### src/rtl/uart_tg_pkg.sv
package uart_tg_pkg;

  typedef enum logic [2:0] {
    PH_IDLE,
    PH_START,
    PH_DATA,
    PH_PAR,
    PH_STOP,
    PH_GUARD
  } phase_t;

  localparam logic [2:0] PAR_NONE = 3'd0;
  localparam logic [2:0] PAR_EVEN = 3'd1;
  localparam logic [2:0] PAR_ODD  = 3'd2;
  localparam logic [2:0] PAR_ZERO = 3'd3;
  localparam logic [2:0] PAR_ONE  = 3'd4;

  function automatic logic par_enabled(input logic [2:0] mode);
    return (mode == PAR_EVEN) || (mode == PAR_ODD) ||
           (mode == PAR_ZERO) || (mode == PAR_ONE);
  endfunction

endpackage

### src/rtl/uart_tg_hold.sv
module uart_tg_hold #(
  parameter int DATA_W = 8
) (
  input  logic              clk,
  input  logic              rst_n,
  input  logic              in_valid,
  input  logic [DATA_W-1:0] in_data,
  output logic              in_ready,
  input  logic              take,
  output logic              full,
  output logic [DATA_W-1:0] data
);

  always_ff @(posedge clk) begin
    if (!rst_n) begin
      full <= 1'b0;
      data <= '0;
    end else if (take) begin
      full <= 1'b0;
    end else if (in_valid && !full) begin
      full <= 1'b1;
      data <= in_data;
    end
  end

  assign in_ready = !full;

  // an accepted write closes the handshake on the next cycle
  p_ready_drops_r7: assert property (@(posedge clk) disable iff (!rst_n)
    in_valid && in_ready |=> !in_ready);

  // a held character is not disturbed until the sequencer takes it
  p_hold_stable_r7: assert property (@(posedge clk) disable iff (!rst_n)
    full && !take |=> full && $stable(data));

endmodule

### src/rtl/uart_tg_shift.sv
module uart_tg_shift
  import uart_tg_pkg::*;
#(
  parameter int DATA_W  = 8,
  parameter int GUARD_W = 8
) (
  input  logic               clk,
  input  logic               rst_n,
  input  logic               baud_tick,
  input  logic               hold_full,
  input  logic [DATA_W-1:0]  hold_data,
  input  logic [GUARD_W-1:0] guard_bits,
  input  logic [2:0]         parity_mode,
  input  logic               two_stop,
  output logic               take,
  output logic               busy,
  output logic               txd
);

  localparam int IW = (DATA_W > 1) ? $clog2(DATA_W) : 1;
  localparam int CW = (GUARD_W > IW) ? GUARD_W : IW;

  phase_t             phase;
  logic [DATA_W-1:0]  shreg;
  logic [CW-1:0]      cnt;
  logic [GUARD_W-1:0] g_lat;
  logic               par_on;
  logic               par_val;
  logic               stop2;
  logic               stop_done;
  logic               last_slot;
  logic [CW-1:0]      g_ext;
  logic               par_next;

  assign g_ext     = CW'(g_lat);
  assign stop_done = (cnt == CW'(stop2));

  always_comb begin
    last_slot = 1'b0;
    case (phase)
      PH_STOP:  last_slot = stop_done && (g_lat == '0);
      PH_GUARD: last_slot = (cnt == g_ext - CW'(1));
      default:  last_slot = 1'b0;
    endcase
  end

  assign take = baud_tick && hold_full && ((phase == PH_IDLE) || last_slot);

  always_comb begin
    case (parity_mode)
      PAR_EVEN: par_next = ^hold_data;
      PAR_ODD:  par_next = ~^hold_data;
      PAR_ONE:  par_next = 1'b1;
      default:  par_next = 1'b0;
    endcase
  end

  always_ff @(posedge clk) begin
    if (!rst_n) begin
      phase   <= PH_IDLE;
      shreg   <= '0;
      cnt     <= '0;
      g_lat   <= '0;
      par_on  <= 1'b0;
      par_val <= 1'b0;
      stop2   <= 1'b0;
    end else if (take) begin
      phase   <= PH_START;
      shreg   <= hold_data;
      cnt     <= '0;
      g_lat   <= guard_bits;
      par_on  <= par_enabled(parity_mode);
      par_val <= par_next;
      stop2   <= two_stop;
    end else if (baud_tick) begin
      case (phase)
        PH_START: begin
          phase <= PH_DATA;
          cnt   <= '0;
        end
        PH_DATA: begin
          shreg <= shreg >> 1;
          if (cnt == CW'(DATA_W - 1)) begin
            phase <= par_on ? PH_PAR : PH_STOP;
            cnt   <= '0;
          end else begin
            cnt <= cnt + CW'(1);
          end
        end
        PH_PAR: begin
          phase <= PH_STOP;
          cnt   <= '0;
        end
        PH_STOP: begin
          if (stop_done) begin
            phase <= (g_lat == '0) ? PH_IDLE : PH_GUARD;
            cnt   <= '0;
          end else begin
            cnt <= cnt + CW'(1);
          end
        end
        PH_GUARD: begin
          if (last_slot) phase <= PH_IDLE;
          else cnt <= cnt + CW'(1);
        end
        default: phase <= PH_IDLE;
      endcase
    end
  end

  always_comb begin
    case (phase)
      PH_START: txd = 1'b0;
      PH_DATA:  txd = shreg[0];
      PH_PAR:   txd = par_val;
      default:  txd = 1'b1;
    endcase
  end

  assign busy = (phase != PH_IDLE);

  // the line moves only on bit-period boundaries
  p_line_on_tick_r2: assert property (@(posedge clk) disable iff (!rst_n)
    !baud_tick |=> $stable(txd) && $stable(phase));

  // the guard counter never passes the captured gap length
  p_guard_bound_r6: assert property (@(posedge clk) disable iff (!rst_n)
    (phase == PH_GUARD) |-> (cnt < g_ext));

  // a transfer always opens a frame with the start bit
  p_take_starts_r11: assert property (@(posedge clk) disable iff (!rst_n)
    take |=> (phase == PH_START) && !txd);

endmodule

### src/rtl/uart_tg_tx.sv
module uart_tg_tx #(
  parameter int DATA_W  = 8,
  parameter int GUARD_W = 8
) (
  input  logic               clk,
  input  logic               rst_n,
  input  logic               baud_tick,
  input  logic               in_valid,
  output logic               in_ready,
  input  logic [DATA_W-1:0]  in_data,
  input  logic [GUARD_W-1:0] guard_bits,
  input  logic [2:0]         parity_mode,
  input  logic               two_stop,
  output logic               txd,
  output logic               tx_empty
);

  logic              take;
  logic              hold_full;
  logic [DATA_W-1:0] hold_data;
  logic              busy;

  uart_tg_hold #(.DATA_W(DATA_W)) hold_i (
    .clk      (clk),
    .rst_n    (rst_n),
    .in_valid (in_valid),
    .in_data  (in_data),
    .in_ready (in_ready),
    .take     (take),
    .full     (hold_full),
    .data     (hold_data)
  );

  uart_tg_shift #(.DATA_W(DATA_W), .GUARD_W(GUARD_W)) shift_i (
    .clk         (clk),
    .rst_n       (rst_n),
    .baud_tick   (baud_tick),
    .hold_full   (hold_full),
    .hold_data   (hold_data),
    .guard_bits  (guard_bits),
    .parity_mode (parity_mode),
    .two_stop    (two_stop),
    .take        (take),
    .busy        (busy),
    .txd         (txd)
  );

  assign tx_empty = !busy && !hold_full;

  // an empty transmitter can always accept a character
  p_empty_ready_r9: assert property (@(posedge clk) disable iff (!rst_n)
    tx_empty |-> in_ready);

  // a waiting character keeps the holding register closed until a tick
  p_ready_waits_r8: assert property (@(posedge clk) disable iff (!rst_n)
    !in_ready && !baud_tick |=> !in_ready);

endmodule

### config.mk
export PLATFORM = sky130hd
export DESIGN_NAME = uart_tg_tx
export DESIGN_NICKNAME = d
export VERILOG_FILES = /design/src/rtl/uart_tg_pkg.sv /design/src/rtl/uart_tg_hold.sv /design/src/rtl/uart_tg_shift.sv /design/src/rtl/uart_tg_tx.sv
export SDC_FILE = /design/constraint.sdc
export NUM_CORES = 1
export LEC_CHECK = 0
export BUFFER_PORTS_ARGS = -buffer_cell sky130_fd_sc_hd__buf_2
export CAP_MARGIN = 20
export CORE_MARGIN = 5
export CORE_UTILIZATION = 58
export CTS_CLUSTER_SIZE = 20
export DETAILED_ROUTE_END_ITERATION = 8
export PLACE_DENSITY = 0.79
export SYNTH_ARGS = -nofsm -noshare
export SYNTH_HDL_FRONTEND = slang
export SYNTH_SLANG_ARGS = --single-unit
### constraint.sdc
create_clock -name clk -period 2.5 [get_ports clk]
set_clock_uncertainty 0.05 [all_clocks]
set_input_delay 0.5 -clock clk [delete_from_list [all_inputs] [get_ports clk]]
set_output_delay 0.5 -clock clk [all_outputs]
set_load 0.01 [all_outputs]
==> impl_metrics.tcl <==
set metrics [dict create \
    yosys-top-cells-count "39 x dfxtp_1, 25 x nor2_1, 24 x a21oi_1" \
    startpoint "shift_i.g_ext[1]" \
    status "completed" \
    wirelength_mm 5.39 \
    maxSlewViolCount 0 \
    yosysTopAreaCellShare 0.344 \
    cp-end-kind "register" \
    synth.most_common_cell "dfxtp_1" \
    slowest_delay_ns 0.52 \
    yosys.area.top_type "dfxtp_1" \
    worstSetupPathType "reg -> reg" \
    p_per_area_nw_per_um2 552 \
    clk_latency_ns 0.29 \
    grtUsageTotal 0.212 \
    die_width_um 72.5 \
    io_buffers 26 \
    drc 0 \
    synth-seq-cells 39 \
    power.leakage_nw 0.971 \
    start_util 0.610 \
    cts.path.max_buffers 2 \
    cp_max_fo 10 \
    tightest_slew_ns 0.462 \
    routabilityCongestion 0.921 \
    grt_max_degree 27 \
    netlist_top_cells_area "dfxtp_1 34%, a21oi_1 5.3%, xnor2_1 4.2%" \
    post-route-period-util 0.964 \
    num_rows 22 \
    drt-initial-drc-count 228 \
    cts_tree "done" \
    worst-path-buf-inv 2 \
    drive_above_1_share 0.169 \
    max_freq_mhz 415 \
    arrival_ns 2.58 \
    clk_pin_slew_ns 0.08 \
    avgViaCountPerCell 6.17 \
    dr.pass1.iters 4 \
    n_antenna_cell 0 \
    yosys.area_share.simple 0.271 \
    nets 340 \
    synth_cell_types 48 \
    synth_xor_area_frac 0.0657 \
    async_flop_share 0 \
    ant_nets 0 \
    worst_path_max_delay_cell "or4_1" \
    synth_top_family_by_area "simple AND/OR/NAND/NOR gates" \
    fillers 308 \
    numClockSinks 39 \
    synth_area_sq_um 2270 \
    synth_edf_count 0 \
    io-pin-count 27 \
    finalCriticalPeriod_ns 2.41 \
    grt_overflow 0 \
    place_ws_ns 0.0503 \
    post-dp-hpwl_mm 3.84 \
    clock-root-buffer "clkbuf_8" \
    multiInputGateArea_sq_um 1370 \
    syn_to_final_growth_pct 14.3 \
    dr_total_vias 2232 \
    muxShareOfSynthArea 0.0353 \
    drv_cap 0 \
    min_from "in_valid" \
    tns_ns 0 \
    cp_data_required_time_ns 2.67 \
    synth-adder-area-share 0.0166 \
    yosys_warnings 0 \
    hold_viol 0 \
    ys_seq_area_frac 0.344 \
    crit_family "simple AND/OR/NAND/NOR gates" \
    fin_ws_ns 0.0898 \
    core_sq_um 3720 \
    grt_pass1_wl_mm 8.96 \
    ys_dominant_reg_cell "dfxtp_1" \
    worst_r2r_startpoint "shift_i.g_ext[1]" \
    register_area_sq_um 782 \
    synth_nets 314 \
    synth-compound-area-share 0.212 \
    die_h_um 72.5 \
    cp-start-kind "register" \
    vdd_drop_max_mv 0.426 \
    synthCells 287 \
    grt_pass1_vias 1974 \
    wl_per_cell_um 14.9 \
    crit_chain "inv_1 > ha_1 > and2_1 > a211oi_1 > o31ai_1 > and3_4 > buf_4 > or4_1 > a21oi_1" \
    min_path_type "in -> reg" \
    syn_avg_cell_area_sq_um 7.90 \
    numCtsBuffers 5 \
    setup_violations 0 \
    antenna_found_initial 0 \
    relSlewSlack 0.689 \
    die_area_sq_um 5260 \
    cts_htree_levels 2 \
]
[registers in the layout (all words and copies together), names as in the netlist]
signal	count
hold_i.data	8
hold_i.full	1
shift_i.cnt	8
shift_i.g_ext	8
shift_i.par_on	1
shift_i.par_val	1
shift_i.phase	3
shift_i.shreg	8
shift_i.stop2	1
[power breakdown]
part	switching (mW)	leakage (nW)	internal [mW]	total [mW]
Sequential	0.0270	0.317	0.644	0.671
Combinational	0.110	0.592	0.0931	0.203
Clock	0.234	0.0612	0.323	0.557
Total	0.371	0.971	1.06	1.43
[tightest hold or removal path, stage by stage]
cell,delay [ns]
buf_2,0.08
nor2_1,0.03
nor2_1,0.06
[through the flow]
stage	cells	power (mW)	cell area (sq um)	util	hold slack (ns)
floorplan	287	0.822	2270	-	0.401
global placement	353	0.880	2460	0.661	0.416
detailed placement	353	0.885	2460	0.661	0.416
CTS	361	1.43	2570	0.693	0.366
global route	362	1.49	2590	0.697	0.382
finish	362	1.43	2590	0.697	0.365
[routing by layer]
layer	up-vias	share of wire	GRT usage
li1	1108	-	-
met1	1043	0.46	0.289
met2	70	0.47	0.329
met3	11	0.054	0.0471
met4	0	0.020	0.0758
met5	-	0	0
[cells by family after synthesis]
family,after synthesis
adder cells (fa/ha/maj),3
multiplexers,8
buffers and inverters,28
XOR/XNOR,17
AO/OA/AOI/OAI,77
flip-flops,39
AND/OR/NAND/NOR,115
[final timing paths]
kind | to | slack, ns | cells after the start
setup reg to reg | shift_i.cnt[6] | 0.09 | 9
setup / recovery | shift_i.cnt[6] | 0.09 | 9
hold reg to reg | shift_i.shreg[7] | 0.43 | 2
hold / removal | hold_i.full | 0.36 | 3
[placed cells by master, fill, tap and decap left out, types with 3 or more instances in the layout]
master    count
nand2_1      22
o31ai_1       6
dfxtp_1      38
o21ai_0      15
and3_1        3
nor3_1        6
mux2i_1       8
nor2_1       25
and2_1        5
inv_1         6
nand3_1      16
clkbuf_8      6
or4_1         6
xor2_1        6
buf_4        14
nand4_1      12
a21oi_1      24
a22oi_1       7
buf_2        26
xnor2_1      11
ha_1          3
or3_1         3
nor4b_1       3
a31oi_1       9
[area by class of cell]
type / count / share of cell area
multi-input combinational: 220 / 0.529
inverter: 7 / 0.0101
clock buffer: 6 / 0.0319
timing repair buffer: 40 / 0.0908
sequential: 39 / 0.302
clock inverter: 2 / 0.0135
tap: 48 / 0.0232
[what timing repair did]
item                                    4_1_cts  5_1_grt
hold buffers                                  0        0
setup buffers                                 0        1
resized for setup                             0        5
endpoints found under the setup margin        0       22
No activity file was read; power rests on OpenSTA's default activity.
